<file path="src/rtl/rm_pkg.sv">
package rm_pkg;
   typedef enum logic [1:0] {
      RM_IDLE = 2'd0,
      RM_SCAN = 2'd1,
      RM_DONE = 2'd2
   } rm_state_e;
endpackage

</file>
<file path="src/rtl/rm_trial_timer.sv">
module rm_trial_timer #(
   parameter int TRIAL_W = 8
) (
   input  logic               clk,
   input  logic               rst_n,
   input  logic               load,
   input  logic [TRIAL_W-1:0] limit_in,
   input  logic               active,
   input  logic               vote_vld,
   input  logic               vote_settled,
   output logic               decide,
   output logic               decide_valid
);
   logic [TRIAL_W-1:0] thr_q;
   logic [TRIAL_W-1:0] tcnt_q;
   logic               spent;

   assign spent        = (tcnt_q >= thr_q);
   assign decide_valid = active && !spent && vote_vld && vote_settled;
   assign decide       = active && (spent || (vote_vld && vote_settled));

   always_ff @(posedge clk or negedge rst_n) begin
      if (!rst_n) begin
         thr_q  <= '0;
         tcnt_q <= '0;
      end else if (load) begin
         thr_q  <= limit_in;
         tcnt_q <= '0;
      end else if (active) begin
         if (decide)
            tcnt_q <= '0;
         else if (vote_vld)
            tcnt_q <= tcnt_q + 1'b1;
      end
   end

   AST_TRIAL_BOUND: assert property (@(posedge clk) disable iff (!rst_n)
      tcnt_q <= thr_q);

   AST_IDLE_FROZEN: assert property (@(posedge clk) disable iff (!rst_n)
      (!active && !load) |=> $stable(tcnt_q));
endmodule

</file>
<file path="src/rtl/rm_tally.sv">
module rm_tally #(
   parameter int N_CELLS = 16,
   localparam int IDX_W  = $clog2(N_CELLS),
   localparam int CNT_W  = $clog2(N_CELLS + 1)
) (
   input  logic               clk,
   input  logic               rst_n,
   input  logic               clr,
   input  logic               wr,
   input  logic [IDX_W-1:0]   idx,
   input  logic               cell_ok,
   output logic [N_CELLS-1:0] mask,
   output logic [CNT_W-1:0]   count
);
   for (genvar i = 0; i < N_CELLS; i++) begin : g_cell
      always_ff @(posedge clk or negedge rst_n) begin
         if (!rst_n)
            mask[i] <= 1'b0;
         else if (clr)
            mask[i] <= 1'b0;
         else if (wr && (idx == IDX_W'(i)))
            mask[i] <= cell_ok;
      end
   end

   always_ff @(posedge clk or negedge rst_n) begin
      if (!rst_n)
         count <= '0;
      else if (clr)
         count <= '0;
      else if (wr && cell_ok)
         count <= count + 1'b1;
   end

   AST_COUNT_RANGE: assert property (@(posedge clk) disable iff (!rst_n)
      (wr && cell_ok) |=> (count == $past(count) + 1'b1));
endmodule

</file>
<file path="src/rtl/rm_key_packer.sv">
module rm_key_packer #(
   parameter int KEY_LEN = 8,
   localparam int PTR_W  = $clog2(KEY_LEN + 1)
) (
   input  logic               clk,
   input  logic               rst_n,
   input  logic               clr,
   input  logic               wr,
   input  logic               bit_in,
   output logic [KEY_LEN-1:0] key
);
   logic [PTR_W-1:0] ptr_q;
   logic             room;

   assign room = (ptr_q < PTR_W'(KEY_LEN));

   for (genvar k = 0; k < KEY_LEN; k++) begin : g_kbit
      always_ff @(posedge clk or negedge rst_n) begin
         if (!rst_n)
            key[k] <= 1'b0;
         else if (clr)
            key[k] <= 1'b0;
         else if (wr && (ptr_q == PTR_W'(k)))
            key[k] <= bit_in;
      end
   end

   always_ff @(posedge clk or negedge rst_n) begin
      if (!rst_n)
         ptr_q <= '0;
      else if (clr)
         ptr_q <= '0;
      else if (wr && room)
         ptr_q <= ptr_q + 1'b1;
   end

   AST_KEY_PTR: assert property (@(posedge clk) disable iff (!rst_n)
      ptr_q <= PTR_W'(KEY_LEN));

   AST_KEY_FULL_HOLD: assert property (@(posedge clk) disable iff (!rst_n)
      (!room && !clr) |=> $stable(key));
endmodule

</file>
<file path="src/rtl/relmask_gen.sv">
module relmask_gen #(
   parameter int N_CELLS = 16,
   parameter int KEY_LEN = 8,
   parameter int TRIAL_W = 8,
   localparam int IDX_W  = $clog2(N_CELLS),
   localparam int CNT_W  = $clog2(N_CELLS + 1)
) (
   input  logic               clk,
   input  logic               rst_n,
   input  logic               start,
   input  logic [TRIAL_W-1:0] trial_limit,
   input  logic               vote_vld,
   input  logic               vote_settled,
   input  logic               vote_bit,
   output logic [IDX_W-1:0]   cell_sel,
   output logic               cell_adv,
   output logic               busy,
   output logic               done,
   output logic               chip_ok,
   output logic [N_CELLS-1:0] valid_mask,
   output logic [CNT_W-1:0]   valid_count,
   output logic [KEY_LEN-1:0] key_out
);
   import rm_pkg::*;

   if (N_CELLS < 2) begin : g_chk_cells
      $error("relmask_gen: N_CELLS must be at least 2");
   end
   if (KEY_LEN < 1 || KEY_LEN >= N_CELLS) begin : g_chk_key
      $error("relmask_gen: KEY_LEN must be in 1 .. N_CELLS-1 (redundant array)");
   end
   if (TRIAL_W < 1) begin : g_chk_trial
      $error("relmask_gen: TRIAL_W must be positive");
   end

   localparam logic [IDX_W-1:0] LAST_IDX = IDX_W'(N_CELLS - 1);

   rm_state_e        state_q;
   logic [IDX_W-1:0] idx_q;
   logic             adv_q;
   logic             accept;
   logic             scanning;
   logic             decide;
   logic             decide_valid;

   assign scanning = (state_q == RM_SCAN);
   assign accept   = start && !scanning;

   rm_trial_timer #(.TRIAL_W(TRIAL_W)) u_timer (
      .clk          (clk),
      .rst_n        (rst_n),
      .load         (accept),
      .limit_in     (trial_limit),
      .active       (scanning),
      .vote_vld     (vote_vld),
      .vote_settled (vote_settled),
      .decide       (decide),
      .decide_valid (decide_valid)
   );

   rm_tally #(.N_CELLS(N_CELLS)) u_tally (
      .clk     (clk),
      .rst_n   (rst_n),
      .clr     (accept),
      .wr      (decide),
      .idx     (idx_q),
      .cell_ok (decide_valid),
      .mask    (valid_mask),
      .count   (valid_count)
   );

   rm_key_packer #(.KEY_LEN(KEY_LEN)) u_key (
      .clk    (clk),
      .rst_n  (rst_n),
      .clr    (accept),
      .wr     (decide_valid),
      .bit_in (vote_bit),
      .key    (key_out)
   );

   always_ff @(posedge clk or negedge rst_n) begin
      if (!rst_n) begin
         state_q <= RM_IDLE;
         idx_q   <= '0;
         adv_q   <= 1'b0;
      end else begin
         adv_q <= 1'b0;
         if (accept) begin
            state_q <= RM_SCAN;
            idx_q   <= '0;
         end else if (scanning && decide) begin
            if (idx_q == LAST_IDX) begin
               state_q <= RM_DONE;
            end else begin
               idx_q <= idx_q + 1'b1;
               adv_q <= 1'b1;
            end
         end
      end
   end

   assign cell_sel = idx_q;
   assign cell_adv = adv_q;
   assign busy     = scanning;
   assign done     = (state_q == RM_DONE);
   assign chip_ok  = done && (valid_count >= CNT_W'(KEY_LEN));

   AST_MASK_COUNT: assert property (@(posedge clk) disable iff (!rst_n)
      valid_count == CNT_W'($countones(valid_mask)));

   AST_ADV_STEP: assert property (@(posedge clk) disable iff (!rst_n)
      cell_adv |-> (cell_sel == $past(cell_sel) + 1'b1));

   AST_DONE_HOLD: assert property (@(posedge clk) disable iff (!rst_n)
      (done && !start) |=> done);

   AST_OK_NEEDS_DONE: assert property (@(posedge clk) disable iff (!rst_n)
      chip_ok |-> done);

   AST_IDLE_MASK: assert property (@(posedge clk) disable iff (!rst_n)
      (!busy && !start) |=> $stable(valid_mask));

   AST_BUSY_START: assert property (@(posedge clk) disable iff (!rst_n)
      (busy && start) |=> busy || done);
endmodule

</file>
<file path="config.mk">
export PLATFORM = sky130hd
export DESIGN_NAME = relmask_gen
export DESIGN_NICKNAME = d
export VERILOG_FILES = /design/src/rtl/rm_pkg.sv /design/src/rtl/rm_trial_timer.sv /design/src/rtl/rm_tally.sv /design/src/rtl/rm_key_packer.sv /design/src/rtl/relmask_gen.sv
export SDC_FILE = /design/constraint.sdc
export NUM_CORES = 1
export LEC_CHECK = 0
export BUFFER_PORTS_ARGS = -buffer_cell sky130_fd_sc_hd__buf_4
export CAP_MARGIN = 5
export CORE_MARGIN = 4
export CORE_UTILIZATION = 55
export CTS_BUF_LIST = sky130_fd_sc_hd__clkbuf_4
export DETAILED_ROUTE_END_ITERATION = 10
export GPL_TIMING_DRIVEN = 0
export PLACE_DENSITY = 0.88
export SKIP_CTS_REPAIR_TIMING = 1
export SLEW_MARGIN = 15
export SYNTH_ARGS = -nofsm -noshare
export SYNTH_HDL_FRONTEND = slang
export SYNTH_SLANG_ARGS = --single-unit
</file>
<file path="constraint.sdc">
create_clock -name clk -period 4.5 [get_ports clk]
set_input_delay 0.45 -clock clk [delete_from_list [all_inputs] [get_ports clk]]
set_output_delay 0.45 -clock clk [all_outputs]
set_load 0.005 [all_outputs]
</file>
==> impl_metrics.toml <==
[final_layout]
stdcell_count = 435
area_growth_pct = 17.7
nNetsFinal = 396
final_layout_size_suffix_gt1_share_pct = 18.1
antenna_cells = 0
fill_cells = 447
final_common_cell = "dfrtp_1"
final_cell_mix = "dfrtp_1 (56), nand2_1 (51), buf_4 (51), nand3_1 (28), mux2i_1 (26)"

[logic_synthesis]
synth_xor_xnor_area_share_pct = 0.593
syn_nets = 339
synthMuxAreaShare_pct = 8.82
yosysUniqueCellTypes = 40
synthAdderAreaFrac_pct = 7.63
ys_ff_latch = 56
synthCells = 307
synth_top_family_by_area = "simple AND/OR/NAND/NOR gates"
syn-cell-area_um2 = 2950
ys_warn_count = 0
yosysSeqAreaShare_pct = 47.5
avgSynthCellArea_um2 = 9.61
synth_edf_count = 0
synth_compound_area_share_pct = 12.7
synth_top_flop_cell = "dfrtp_1"
synthSimpleGateAreaFrac_pct = 18.0
async_flop_share_pct = 100

[setup_path]
crit_start = "u_timer.tcnt_q[6]"
crit_arrival_ps = 2720
cp_top_family = "compound AO/OA/AOI/OAI gates"
reg2reg_from = "u_timer.tcnt_q[6]"
cp-start-kind = "flip-flop"
crit_chain = "ha_1 > a21o_1 > a211o_1 > a211o_1 > buf_2 > or3_1 > a21oi_1"
crit_fanout = 7
worstPathRequired_ps = 4840
crit_top_cell = "a211o_1"
cpMaxStageDelayCell = "dfrtp_1"
max_stage_delay_ps = 440
crit_path_end_kind = "flip-flop"
path_buf_inv = 1
crit_type = "flip-flop to flip-flop"
ff2ff_setup_slack_ps = 2120

[routing]
drtIter0Drc = 186
ant_nets = 0
firstDrtPassIters = 4
vias = 2424
post_drt_wl_per_cell_um = 14.6
routed_wl_mm = 6.37
vias_per_cell = 5.57
drc = 0

[clocking]
clk_latency_ps = 390
cts_root_buffer = "clkbuf_4"
htreeDepth = 2
cts_buffer_depth = 2
cts_buffers = 5
tritoncts = "built"
cts_sinks = 56
path_clk_slew_ps = 170

[pwr]
comb_power_share_pct = 42.1
power_frac_clock_pct = 12.6
peakVddDrop_mv = 0.305
internal_power_mw = 1.12
p_leak_nw = 1.81
p_seq_share_pct = 45.3
power_mw = 1.83
power_switching_mw = 0.710
swShare_pct = 38.8
power_density_nw_per_um2 = 526

[timing]
fin_worst_skew_ps = 22.1
final_max_slew_viol_count = 0
tns_ps = 0
max_clock_freq_mhz = 421
tightest_slew_ps = 699
rsz0062_at_grt = "false"
finalCritPeriodShare_pct = 52.8
worst_hold_slack_ps = 85.0
setup_ws_ps = 2120
period_needed_ps = 2380
slew_headroom_pct = 53.4
setup_viol = 0
finalHoldViolations = 0

[global_route]
antenna_found_initial = 0
grt_use_total_pct = 21.3
overflow = 0
grt_max_degree = 57
grt_pass1_vias = 2370
grt_pass1_wl_mm = 10.9

[place]
gp_congestion = 0.798
post-place-ws_ps = 2200
place_hpwl_mm = 4.76
place_inst = 427
numPortBuffers = 50

[die]
ioPinCount = 51
die_y_um = 81.3
dieArea_um2 = 6600
core_area_um2 = 5140
die_w_um = 81.3
start_util_pct = 57.4
num_rows = 26

[worst_hold_path]
hold_class = "input port to asynchronous set/reset pin"

[status]
status = "complete, no violations"

[run]
drv_cap = 0
[metrics by stage]
step / cell area [um^2] / utilization [%]
2_1_floorplan: 2950 / -
3_3_place_gp: 3410 / 66.4
3_5_place_dp: 3410 / 66.4
4_1_cts: 3470 / 67.6
5_1_grt: 3470 / 67.6
6_report: 3470 / 67.6
[kinds of logic after synthesis]
logic type	count (synthesis)
xor gates and xnor gates	2
muxes	26
adders and majority gates	18
and+or+nand+nor	114
DFF	56
AOI/OAI and AO/OA	56
buffers and inverters	35
[Yosys cell counts (3+ instances only)]
master     n  share of area, %
dfrtp_1   56                47
nand2_1   51               6.5
nand3_1   28               4.7
mux2i_1   26               8.8
o21ai_0   21               3.6
inv_1     20               2.5
ha_1      18               7.6
nor2_1    11               1.4
clkbuf_1   8               1.0
a21oi_1    4              0.68
and3_1     4              0.85
buf_2      4              0.68
nand3b_1   4               1.0
nor3_1     4              0.68
o211ai_1   4               1.0
o21a_1     4               1.0
o31ai_1    4               1.0
a211o_1    3              0.89
a22oi_1    3              0.76
o21ai_1    3              0.51
[area by class of cell]
cell class	count	area [um^2]	area share, %
plain buffers	13	57.6	1.66
multi-input cells	216	1410	40.6
repair buffers	50	375	10.8
well taps	70	87.6	2.52
clock inverters	3	22.5	0.648
clock buffers	5	37.5	1.08
inverters	22	82.6	2.38
flip-flops and latches	56	1400	40.3
[worst register-to-register path: cells and delay by family (launching register included)]
| kind | cells | cell delay [ps] |
|---|---|---|
| simple gates | 1 | 350 |
| compound gates | 4 | 1030 |
| flops | 1 | 440 |
| buf+inv | 1 | 170 |
| fa+ha+maj | 1 | 340 |
[sequential cells by signal, summed over array words and instances, names as in the netlist, 2 cells and up]
| name | cells |
|---|---|
| cell_sel | 4 |
| state_q | 2 |
| u_key.key | 8 |
| u_key.ptr_q | 4 |
| u_tally.count | 5 |
| u_tally.mask | 16 |
| u_timer.tcnt_q | 8 |
| u_timer.thr_q | 8 |
[power groups by stage]
stage | clock (mW) | combinational, mW | sequential (mW)
6_report | 0.230 | 0.769 | 0.829
5_1_grt | 0.256 | 0.878 | 0.860
4_1_cts | 0.237 | 0.777 | 0.827
3_5_place_dp | 0 | 0.769 | 0.838
3_3_place_gp | 0 | 0.734 | 0.830
2_1_floorplan | 0 | 0.436 | 0.821
[metal layers]
| layer | GRT usage, % | vias up | share of wire (%) |
|---|---|---|---|
| li1 | - | 1182 | - |
| met1 | 27.7 | 1164 | 45 |
| met2 | 35.1 | 65 | 48 |
| met3 | 4.88 | 13 | 4.8 |
| met4 | 6.93 | 0 | 1.7 |
| met5 | 0 | - | 0 |
[path summary, 6_finish.rpt]
| path | endpoint | cells past startpoint |
|---|---|---|
| setup / recovery | u_tally.count[4] | 7 |
| max in group asynchronous | u_tally.count[0] | 1 |
| hold reg to reg | u_timer.thr_q[0] | 2 |
| min in group clk | u_timer.thr_q[1] | 3 |
| hold / removal | u_tally.count[4] | 1 |
| setup reg to reg | u_tally.count[4] | 7 |
Note: power is estimated with default switching activity, not from simulation.
